[config.mk]
export PLATFORM = sky130hd
export DESIGN_NAME = swallow_fb_divider
export DESIGN_NICKNAME = d
export VERILOG_FILES = /design/src/rtl/swd_pkg.sv /design/src/rtl/swd_cfg_shadow.sv /design/src/rtl/swd_prescaler.sv /design/src/rtl/swd_swallow.sv /design/src/rtl/swd_channel.sv /design/src/rtl/swallow_fb_divider.sv
export SDC_FILE = /design/constraint.sdc
export NUM_CORES = 1
export LEC_CHECK = 0
export BUFFER_PORTS_ARGS = -buffer_cell sky130_fd_sc_hd__buf_2
export CAP_MARGIN = 5
export CORE_MARGIN = 2
export CORE_UTILIZATION = 48
export CTS_CLUSTER_SIZE = 25
export DETAILED_ROUTE_END_ITERATION = 8
export PLACE_DENSITY = 0.7
export SETUP_SLACK_MARGIN = 0.3
export SLEW_MARGIN = 5
export SYNTH_ARGS = -nofsm -noshare
export SYNTH_HDL_FRONTEND = slang
export SYNTH_SLANG_ARGS = --single-unit
[constraint.sdc]
create_clock -name clk_i -period 6.55 [get_ports clk_i]
set_input_delay 0.3275 -clock clk_i [delete_from_list [all_inputs] [get_ports clk_i]]
set_output_delay 0.3275 -clock clk_i [all_outputs]
set_load 0.02 [all_outputs]
[src/rtl/swd_pkg.sv]
package swd_pkg;
  localparam int A_W   = 7;
  localparam int N_W   = 11;
  localparam int N_MIN = 3;

  typedef struct packed {
    logic [A_W-1:0] a;
    logic [N_W-1:0] n;
    logic           sel;
  } swd_cfg_t;

  localparam swd_cfg_t CFG_RST = '{a: '0, n: N_W'(N_MIN), sel: 1'b0};

  function automatic logic cfg_legal(swd_cfg_t c);
    return (c.n >= N_W'(N_MIN)) && (c.n > N_W'(c.a));
  endfunction
endpackage

[src/rtl/swd_cfg_shadow.sv]
module swd_cfg_shadow
  import swd_pkg::*;
(
  input  logic     clk_i,
  input  logic     rst_ni,
  input  logic     load_i,
  input  swd_cfg_t cfg_i,
  input  logic     take_i,
  output swd_cfg_t nxt_o,
  output logic     act_sel_o,
  output logic     err_o
);
  swd_cfg_t act_q, pend_q;
  logic     pend_vld_q, err_q, legal;

  assign legal     = cfg_legal(cfg_i);
  assign nxt_o     = pend_vld_q ? pend_q : act_q;
  assign act_sel_o = act_q.sel;
  assign err_o     = err_q;

  always_ff @(posedge clk_i or negedge rst_ni) begin
    if (!rst_ni) begin
      act_q      <= CFG_RST;
      pend_q     <= CFG_RST;
      pend_vld_q <= 1'b0;
      err_q      <= 1'b0;
    end else begin
      if (take_i) act_q <= nxt_o;
      // a load in the boundary cycle waits for the following boundary
      if (load_i && legal) begin
        pend_q     <= cfg_i;
        pend_vld_q <= 1'b1;
      end else if (take_i) begin
        pend_vld_q <= 1'b0;
      end
      if (load_i) err_q <= !legal;
    end
  end
endmodule

[src/rtl/swd_prescaler.sv]
module swd_prescaler #(
  parameter int P_SEL1 = 16,
  parameter int P_SEL0 = 32
) (
  input  logic clk_i,
  input  logic rst_ni,
  input  logic sel_i,
  input  logic mod_hi_i,
  output logic tick_o
);
  localparam int P_MAX = ((P_SEL1 > P_SEL0) ? P_SEL1 : P_SEL0) + 1;
  localparam int CW    = $clog2(P_MAX + 1);

  logic [CW-1:0] cnt_q, last;

  always_comb begin
    if (sel_i) last = mod_hi_i ? CW'(P_SEL1) : CW'(P_SEL1 - 1);
    else       last = mod_hi_i ? CW'(P_SEL0) : CW'(P_SEL0 - 1);
  end

  assign tick_o = (cnt_q == last);

  always_ff @(posedge clk_i or negedge rst_ni) begin
    if (!rst_ni)     cnt_q <= '0;
    else if (tick_o) cnt_q <= '0;
    else             cnt_q <= cnt_q + CW'(1);
  end
endmodule

[src/rtl/swd_swallow.sv]
module swd_swallow
  import swd_pkg::*;
(
  input  logic     clk_i,
  input  logic     rst_ni,
  input  logic     tick_i,
  input  swd_cfg_t nxt_i,
  output logic     wrap_o,
  output logic     mod_hi_o
);
  logic [A_W-1:0] a_left_q;
  logic [N_W-1:0] n_left_q;

  assign wrap_o   = tick_i && (n_left_q == N_W'(1));
  assign mod_hi_o = (a_left_q != '0);

  always_ff @(posedge clk_i or negedge rst_ni) begin
    if (!rst_ni) begin
      a_left_q <= CFG_RST.a;
      n_left_q <= CFG_RST.n;
    end else if (wrap_o) begin
      a_left_q <= nxt_i.a;
      n_left_q <= nxt_i.n;
    end else if (tick_i) begin
      n_left_q <= n_left_q - N_W'(1);
      if (mod_hi_o) a_left_q <= a_left_q - A_W'(1);
    end
  end
endmodule

[src/rtl/swd_channel.sv]
module swd_channel
  import swd_pkg::*;
#(
  parameter int P_SEL1 = 16,
  parameter int P_SEL0 = 32
) (
  input  logic     clk_i,
  input  logic     rst_ni,
  input  logic     load_i,
  input  swd_cfg_t cfg_i,
  output logic     pulse_o,
  output logic     modctl_o,
  output logic     err_o
);
  swd_cfg_t nxt;
  logic     act_sel, tick, wrap, mod_hi, pulse_q;

  swd_cfg_shadow u_shadow (
    .clk_i, .rst_ni, .load_i, .cfg_i,
    .take_i(wrap), .nxt_o(nxt), .act_sel_o(act_sel), .err_o
  );

  swd_prescaler #(.P_SEL1(P_SEL1), .P_SEL0(P_SEL0)) u_psc (
    .clk_i, .rst_ni, .sel_i(act_sel), .mod_hi_i(mod_hi), .tick_o(tick)
  );

  swd_swallow u_swallow (
    .clk_i, .rst_ni, .tick_i(tick), .nxt_i(nxt),
    .wrap_o(wrap), .mod_hi_o(mod_hi)
  );

  always_ff @(posedge clk_i or negedge rst_ni) begin
    if (!rst_ni) pulse_q <= 1'b0;
    else         pulse_q <= wrap;
  end

  assign pulse_o  = pulse_q;
  assign modctl_o = mod_hi;
endmodule

[src/rtl/swallow_fb_divider.sv]
module swallow_fb_divider
  import swd_pkg::*;
#(
  parameter int LO_P_SEL1 = 16,
  parameter int LO_P_SEL0 = 32,
  parameter int HI_P_SEL1 = 32,
  parameter int HI_P_SEL0 = 64
) (
  input  logic           clk_i,
  input  logic           rst_ni,
  input  logic           lo_load_i,
  input  logic [A_W-1:0] lo_a_i,
  input  logic [N_W-1:0] lo_n_i,
  input  logic           lo_sel_i,
  output logic           lo_pulse_o,
  output logic           lo_modctl_o,
  output logic           lo_err_o,
  input  logic           hi_load_i,
  input  logic [A_W-1:0] hi_a_i,
  input  logic [N_W-1:0] hi_n_i,
  input  logic           hi_sel_i,
  output logic           hi_pulse_o,
  output logic           hi_modctl_o,
  output logic           hi_err_o
);
  swd_cfg_t lo_cfg, hi_cfg;

  assign lo_cfg = '{a: lo_a_i, n: lo_n_i, sel: lo_sel_i};
  assign hi_cfg = '{a: hi_a_i, n: hi_n_i, sel: hi_sel_i};

  swd_channel #(.P_SEL1(LO_P_SEL1), .P_SEL0(LO_P_SEL0)) u_lo (
    .clk_i, .rst_ni, .load_i(lo_load_i), .cfg_i(lo_cfg),
    .pulse_o(lo_pulse_o), .modctl_o(lo_modctl_o), .err_o(lo_err_o)
  );

  swd_channel #(.P_SEL1(HI_P_SEL1), .P_SEL0(HI_P_SEL0)) u_hi (
    .clk_i, .rst_ni, .load_i(hi_load_i), .cfg_i(hi_cfg),
    .pulse_o(hi_pulse_o), .modctl_o(hi_modctl_o), .err_o(hi_err_o)
  );
endmodule

==> results by group, run 1 <==
Global route
  • First-pass GRT wire length: 24100 um
  • Vias in the first global route: 4838
  • Largest net degree at the start of global routing: 77
  • Antenna violations before repair: 0
  • Total GRT Usage: 0.208
  • Grt total ovfl: 0

Critical path
  • Slowest cell on crit path: a21oi_1
  • Critical path arrival: 4.43 ns
  • FF-to-FF setup slack: 2.48 ns
  • Reg2reg start: u_hi.u_swallow.a_left_q[0]$_DFFE_PN0P_
  • Setup crit end kind: flip-flop
  • Kind of critical path: reg2reg
  • Cell mode on critical path: ha_1
  • CP endpoint: u_hi.u_swallow.a_left_q[1]$_DFFE_PN0P_
  • CP Cell Sequence: inv_1, ha_1, or3b_1, or2_2, ha_1, xnor2_1, nand2_1, a21oi_1, o21ai_0, a211oi_1, a21o_1
  • Crit-path max cell delay: 0.77 ns
  • CP required: 6.90 ns
  • Crit start category: flip-flop
  • Cells on worst reg2reg path: 11
  • Critical Path Source: u_hi.u_swallow.a_left_q[0]$_DFFE_PN0P_
  • Worst path depth: 11
  • Delay-heaviest family, CP: compound AO/OA/AOI/OAI gates
  • CP Max Fanout: 14
  • Buf+Inv Stages, Crit Path: 1
  • FF-to-FF End: u_hi.u_swallow.a_left_q[1]$_DFFE_PN0P_

Outcome
  • Status: finished clean

Worst hold path
  • Hold path startpoint: hi_load_i
  • Worst Hold Class: in2reg
  • Worst Hold Depth: 3

Die
  • Core Region: 13800 um^2
  • Starting Density: 0.489
  • FP Rows: 43
  • Die width: 122 um
  • Top-Level Pins: 48
  • Die height: 122 um
  • Die area: 15000 um^2

CTS
  • Clock transition at path regs: 0.05 ns
  • Post-CTS Setup Inserts: 0
  • Clock Path Buffers: 2
  • H-tree levels: 4
  • Clk Latency, worst-skew pair: 0.42 ns
  • CTS tree: done
  • # clock sinks: 131
  • CTS resizes: 0
  • CTS Buf Count: 17
  • Clock root cell: clkbuf_16

Power
  • Pint: 1.47 mW
  • LEAKAGE: 3.69 nW
  • Sequential power share: 0.456
  • Psw: 0.414 mW
  • Clk network pwr share: 0.483
  • Comb pwr share: 0.061
  • Peak VDD IR: 0.000193 V
  • Total power draw: 1.89 mW
  • Sw Ratio: 0.219
  • PwrDens: 244 nW/um^2

Logic synthesis
  • Area contributors post-synth: dfrtp_1 (44%), mux2_2 (12%), dfstp_2 (4.7%)
  • Number of synthesized flops with an enable pin: 0
  • Yosys top cell by area: dfrtp_1
  • Post-Synthesis Cells: 612
  • Post-synthesis register bit count: 131
  • Ys async rst share: 1.00
  • Syn Area/Cell: 11.0 um^2
  • Synth cell types: 59
  • Mapped Area: 6740 um^2
  • Commonest cells post-synth: dfrtp_1 (119), mux2_2 (70), nor2_1 (42)
  • Syn_nets: 678
  • Synth Warn #: 0
  • Count leader, synth: dfrtp_1
  • Sequential area share after synthesis: 0.489
  • Yosys top cell area share: 0.442
  • Synth Flop Type: dfrtp_1

Finish
  • Number of diodes: 0
  • Fill cell count: 1195
  • Layout cells sized above 1: 0.265
  • Final nets: 728
  • Fin cells: 855
  • Synthesis-to-finish area growth: 14.7%

Timing
  • Slew Viols, Final: 0
  • Fin Setup TNS: 0 ns
  • Worst Skew: 0.00870 ns
  • Final Hold Vio Count: 0
  • Post-layout min period: 4.07 ns
  • Unrepaired setup endpoints after global routing: no
  • Slew HR: 0.218
  • Worst hold slack: 0.143 ns
  • Max Freq: 0.245 GHz
  • Tcrit/Tclk final: 0.622
  • Final setup viols: 0
  • Worst-margin pin slew: 1.17 ns
  • Worst setup margin: 2.48 ns

Routing
  • DRT iter0 DRCs: 380
  • Drt via density: 5.69
  • Drt first pass iters: 6
  • WL/cell: 16.8 um
  • Routed via count: 4866
  • Antenna viol nets, final: 0
  • Routed wire length: 14400 um
  • # DRC: 0

Place
  • Routability cong.: 0.846
  • I/O Buffers: 47
  • Final HPWL DP: 9900 um
  • DP Worst Slack: 2.53 ns
  • Inst Count DP: 822

Flow run
  • Max-cap violations: 0
registers in the layout (all words and copies together), names as in the netlist, 6 cells and up:
name                     cells
u_hi.u_psc.cnt_q             7
u_hi.u_shadow.act_q         18
u_hi.u_shadow.pend_q        19
u_hi.u_swallow.a_left_q      7
u_hi.u_swallow.n_left_q     11
u_lo.u_psc.cnt_q             6
u_lo.u_shadow.act_q         18
u_lo.u_shadow.pend_q        19
u_lo.u_swallow.a_left_q      7
u_lo.u_swallow.n_left_q     11
worst min-delay path by stage:
stage,to
3_3_place_gp,u_hi.u_swallow.a_left_q[3]$_DFFE_PN0P_
6_report,u_hi.u_shadow.err_o$_DFFE_PN0P_
4_1_cts,u_lo.u_shadow.pend_q[9]$_DFFE_PN0P_
5_1_grt,u_hi.u_shadow.pend_q[0]$_DFFE_PN0P_
3_5_place_dp,u_hi.u_swallow.a_left_q[3]$_DFFE_PN0P_
2_1_floorplan,u_hi.pulse_o$_DFF_PN0_
cell type report:
| type | count | area (um^2) | area share |
|---|---|---|---|
| Tap cell | 180 | 225 | 0.0291 |
| Inverter | 39 | 146 | 0.0189 |
| Sequential cell | 131 | 3290 | 0.426 |
| Clock inverter | 4 | 47.5 | 0.00615 |
| Multi-Input combinational cell | 419 | 3200 | 0.414 |
| Clock buffer | 28 | 527 | 0.0682 |
| Timing Repair Buffer | 54 | 293 | 0.0379 |
cells by family after synthesis:
kind of cell | Yosys count | synth area share
AOI/OAI and AO/OA | 134 | 0.131
xor gates and xnor gates | 12 | 0.0156
adders and majority gates | 24 | 0.0446
buffers and inverters | 62 | 0.0371
DFF | 131 | 0.489
muxes | 102 | 0.172
and+or+nand+nor | 147 | 0.111
metrics by stage:
stage,util,cell area (um^2)
after floorplan,-,6740
after CTS,0.561,7730
after global placement,0.519,7140
final,0.561,7730
after detailed placement,0.519,7140
after global routing,0.561,7730
worst min-delay path, stage by stage:
cell and delay, ns:
buf_2 0.08, nor2_1 0.04, nor2_1 0.07
metal layers:
metal  vias up  share of wire  global-route usage
li1       2321              -                   -
met1      2412           0.48               0.292
met2       115           0.46               0.318
met3        18          0.045              0.0502
met4         0          0.011              0.0668
met5         -              0                   0
power groups by stage:
stage	combinational [mW]	clock, mW	sequential (mW)
after floorplan	0.0615	0	0.868
after global placement	0.111	0	0.873
after detailed placement	0.115	0	0.875
after CTS	0.116	0.931	0.861
after global routing	0.128	0.965	0.865
final	0.114	0.913	0.861
cells in the final DEF (no fill, tap or decap), types with 3 or more instances in the layout:
cell,count
mux2_2,70
o21ai_0,25
clkbuf_16,17
a22oi_1,6
a22o_1,4
clkbuf_8,6
mux2i_1,22
dfstp_2,12
o31a_1,3
or3_1,7
xnor2_1,10
mux2_4,10
dfrtp_1,119
o22ai_1,4
a21oi_1,41
a211oi_1,8
nand2_1,29
nand3_1,14
o22a_1,12
nor3b_1,3
o31ai_1,3
inv_1,39
buf_4,7
clkbuf_1,5
nor4_1,9
a21o_1,7
and2_1,4
nand2b_1,3
nor2b_1,10
nor2_1,42
a31oi_1,4
nor3_1,9
nand4_1,3
ha_1,24
buf_2,46
timing repair:
action	CTS	global route
hold endpoints to repair	4	0
hold buffers	1	0
endpoints found under the setup margin	0	0
Note: power is estimated with default switching activity, not from simulation.
==> inputs of run 2 (changes only) <==
--- a/config.mk
+++ b/config.mk
@@ -5,13 +5,14 @@
 export SDC_FILE = /design/constraint.sdc
 export NUM_CORES = 1
 export LEC_CHECK = 0
+export ABC_AREA = 1
 export BUFFER_PORTS_ARGS = -buffer_cell sky130_fd_sc_hd__buf_2
 export CAP_MARGIN = 5
 export CORE_MARGIN = 2
 export CORE_UTILIZATION = 48
 export CTS_CLUSTER_SIZE = 25
 export DETAILED_ROUTE_END_ITERATION = 8
-export PLACE_DENSITY = 0.7
+export PLACE_DENSITY = 0.72
 export SETUP_SLACK_MARGIN = 0.3
 export SLEW_MARGIN = 5
 export SYNTH_ARGS = -nofsm -noshare
==> constraint.sdc (replaced) <==
create_clock -name clk_i -period 3.57 [get_ports clk_i]
set_input_delay 0.1785 -clock clk_i [delete_from_list [all_inputs] [get_ports clk_i]]
set_output_delay 0.1785 -clock clk_i [all_outputs]
set_load 0.02 [all_outputs]
==> run 2 against run 1 <==
Against the previous run: fmax is 52% higher; largest cell class is now multi-input combinational cells; first-iteration DRC count rose by 11%; sequential share of layout area down 3.3 points; area after synthesis grew 10%; power increased by 83%; design area increased by 8.4%; register-to-register slack worse by 1.6 ns; clock power is 84% higher; sequential cell count unchanged; critical path depth rose by 1; combinational power up 89%.
==> results by group, run 2 <==
Critical path
  • Crit-path max cell delay: 0.47 ns (-0.30 ns)
  • Critical path arrival: 3.01 ns (-1.42 ns)
  • Cell mode on critical path: nand2_1
  • Buf+Inv Stages, Crit Path: 1 (unchanged)
  • CP required: 3.91 ns (-2.99 ns)
  • Slowest cell on crit path: nor2_4
  • FF-to-FF setup slack: 0.89 ns (-1.58 ns)
  • Reg2reg start: u_hi.u_swallow.a_left_q[0]$_DFFE_PN0P_
  • CP Max Fanout: 27 (+13)
  • Kind of critical path: reg2reg
  • Cells on worst reg2reg path: 12 (+1)
  • Delay-heaviest family, CP: simple AND/OR/NAND/NOR gates
  • Crit start category: flip-flop
  • CP Cell Sequence: inv_1, ha_1, nand2_1, nor2_1, nand2_1, ha_1, xor2_1, nor2_2, nand3_4, nor2_4, nand2_1, a21boi_1
  • FF-to-FF End: u_hi.u_swallow.n_left_q[3]$_DFFE_PN0P_
  • Setup crit end kind: flip-flop

Worst hold path
  • Hold path endpoint: u_hi.u_shadow.pend_q[2]$_DFFE_PN1P_
  • Hold path startpoint: hi_n_i[1]
  • Worst Hold Depth: 3 (unchanged)
  • Worst Hold Class: in2reg

CTS
  • Clk Latency, worst-skew pair: 0.41 ns (about the same)
  • CTS resizes: 0 (unchanged)
  • Post-CTS Setup Inserts: 0 (unchanged)
  • # clock sinks: 131 (unchanged)
  • CTS Buf Count: 17 (unchanged)
  • H-tree levels: 4 (unchanged)
  • Clock Path Buffers: 2 (unchanged)
  • Clock root cell: clkbuf_16
  • Clock transition at path regs: 0.06 ns (about the same)
  • CTS tree: done

Die
  • Die height: 128 um (+4.7%)
  • Top-Level Pins: 48 (unchanged)
  • Starting Density: 0.489 (about the same)
  • Core Region: 15100 um^2 (+10%)
  • Die area: 16400 um^2 (+9.6%)
  • Die width: 128 um (+4.7%)
  • FP Rows: 45 (+4.7%)

Timing
  • Final Hold Vio Count: 0 (unchanged)
  • Worst-margin pin slew: 1.01 ns (-0.153 ns)
  • Worst Skew: 0.00804 ns (-0.000664 ns)
  • Final setup viols: 0 (unchanged)
  • Fin Setup TNS: 0 ns (unchanged)
  • Worst hold slack: 0.0203 ns (-0.122 ns)
  • Slew HR: 0.325 (+0.107)
  • Max Freq: 0.373 GHz (+52%)
  • Post-layout min period: 2.68 ns (-1.40 ns)
  • Unrepaired setup endpoints after global routing: no
  • Slew Viols, Final: 0 (unchanged)
  • Tcrit/Tclk final: 0.750 (+0.128)

Routing
  • # DRC: 0 (unchanged)
  • DRT iter0 DRCs: 420 (+11%)
  • Drt first pass iters: 5 (-1)
  • WL/cell: 12.7 um (-24%)
  • Antenna viol nets, final: 0 (unchanged)
  • Routed via count: 6088 (+25%)
  • Routed wire length: 15300 um (+6.4%)
  • Drt via density: 5.06 (-11%)

Finish
  • Design Area, Final: 8380 um^2 (+8.4%)
  • Final nets: 1069 (+47%)
  • Layout cells sized above 1: 0.135 (-0.130)
  • Most frequent cells in the layout: nand2_1 (281), inv_1 (133), dfrtp_1 (119)
  • Commonest non-fill, non-tap cell in the layout: nand2_1
  • Synthesis-to-finish area growth: 13.1%
  • Number of diodes: 0 (unchanged)
  • Largest registers: u_hi.u_shadow.pend_q (19), u_lo.u_shadow.pend_q (19)

Place
  • Final HPWL DP: 10900 um (+9.8%)
  • I/O Buffers: 47 (unchanged)
  • Cell area after placement: 7770 um^2 (+8.7%)
  • Routability cong.: 0.812 (-4.1%)

Global route
  • Vias in the first global route: 5902 (+22%)
  • Total GRT Usage: 0.204 (-0.00389)
  • First-pass GRT wire length: 27200 um (+13%)
  • Largest net degree at the start of global routing: 86 (+12%)
  • Grt total ovfl: 0 (unchanged)
  • Antenna violations before repair: 0 (unchanged)

Power
  • Peak VDD IR: 0.000242 V (+25%)
  • LEAKAGE: 4.41 nW (+20%)
  • PwrDens: 413 nW/um^2 (+69%)

Logic synthesis
  • Post-synthesis register bit count: 131 (unchanged)
  • Yosys top cell by area: dfrtp_1
  • Yosys top cell area share: 0.402 (-0.0400)
  • Number of synthesized flops with an enable pin: 0 (unchanged)
  • Synth Warn #: 0 (unchanged)
  • Synth cell types: 43 (-27%)
  • Synth Flop Type: dfrtp_1
  • Syn Area/Cell: 7.72 um^2 (-30%)
  • Post-Synthesis Cells: 959 (+57%)
  • Mapped Area: 7410 um^2 (+10%)
  • Count leader, synth: nand2_1
  • Ys async rst share: 1.00 (unchanged)
  • Sequential area share after synthesis: 0.445 (-0.0443)
  • Commonest cells post-synth: nand2_1 (281), inv_1 (133), dfrtp_1 (119)
  • Area contributors post-synth: dfrtp_1 (40%), nand2_1 (14%), inv_1 (6.7%)
  • Syn_nets: 1025 (+51%)

Outcome
  • Status: finished clean

Flow run
  • Max-cap violations: 0 (unchanged)
run 2: cells by family after synthesis:
kind of cell / synth area share
AND/OR/NAND/NOR: 0.272
adder cells (fa/ha/maj): 0.0405
multiplexers: 0.00135
XOR/XNOR: 0.0272
buffers and inverters: 0.0980
AO/OA/AOI/OAI: 0.116
flip-flops: 0.445
run 2: power by group:
group          leakage (nW)  switching [mW]  internal, mW
registers              1.64          0.0257          1.54
logic                  2.49           0.136        0.0793
clock network         0.276           0.638          1.05
run 2: cell type report:
cell class / count / area [um^2]
Fill cell: 1376 / 6770
Multi-Input combinational cell: 653 / 3390
Sequential cell: 131 / 3290
Inverter: 138 / 518
Clock buffer: 20 / 447
Timing Repair Buffer: 62 / 362
Tap cell: 188 / 235
Clock inverter: 12 / 133
run 2: worst max path at each step:
| stage | from | endpoint | slack [ns] | depth (start not counted) |
|---|---|---|---|---|
| floorplan | u_hi.u_swallow.a_left_q[0]$_DFFE_PN0P_ | u_hi.u_swallow.a_left_q[3]$_DFFE_PN0P_ | 1.16 | 14 |
| global placement | u_hi.u_swallow.a_left_q[0]$_DFFE_PN0P_ | u_hi.u_swallow.a_left_q[0]$_DFFE_PN0P_ | 1.01 | 14 |
| detailed placement | u_hi.u_swallow.a_left_q[0]$_DFFE_PN0P_ | u_hi.u_swallow.n_left_q[3]$_DFFE_PN0P_ | 0.92 | 12 |
| CTS | u_hi.u_swallow.a_left_q[0]$_DFFE_PN0P_ | u_hi.u_swallow.n_left_q[3]$_DFFE_PN0P_ | 0.89 | 12 |
| global route | u_hi.u_swallow.a_left_q[0]$_DFFE_PN0P_ | u_hi.u_swallow.n_left_q[5]$_DFFE_PN0P_ | 0.58 | 12 |
| finish | u_hi.u_swallow.a_left_q[0]$_DFFE_PN0P_ | u_hi.u_swallow.n_left_q[3]$_DFFE_PN0P_ | 0.89 | 12 |
run 2: routing by layer:
metal,vias up,wire length [um],GRT usage
met5,-,0,0
met4,0,163,0.0608
met3,13,595,0.0338
met2,123,6820,0.311
met1,2804,7700,0.300
li1,3148,-,-
run 2: tightest hold or removal path, delay by kind of cell:
family | cells | cell delay (ns)
buf+inv | 2 | 0.16
compound gates | 1 | 0.08
run 2: what timing repair did:
| action | 4_1_cts | 5_1_grt |
|---|---|---|
| hold buffers | 3 | 0 |
| hold endpoints to repair | 81 | 0 |
| endpoints found under the setup margin | 0 | 0 |
run 2: per-stage QoR:
step | cells | util | total power, mW | worst slack [ns]
after floorplan | 959 | - | 1.70 | 1.16
after global placement | 1169 | 0.513 | 1.80 | 1.01
after detailed placement | 1169 | 0.513 | 1.80 | 0.923
after CTS | 1204 | 0.553 | 3.50 | 0.887
after global routing | 1204 | 0.553 | 3.61 | 0.582
final | 1204 | 0.553 | 3.46 | 0.892
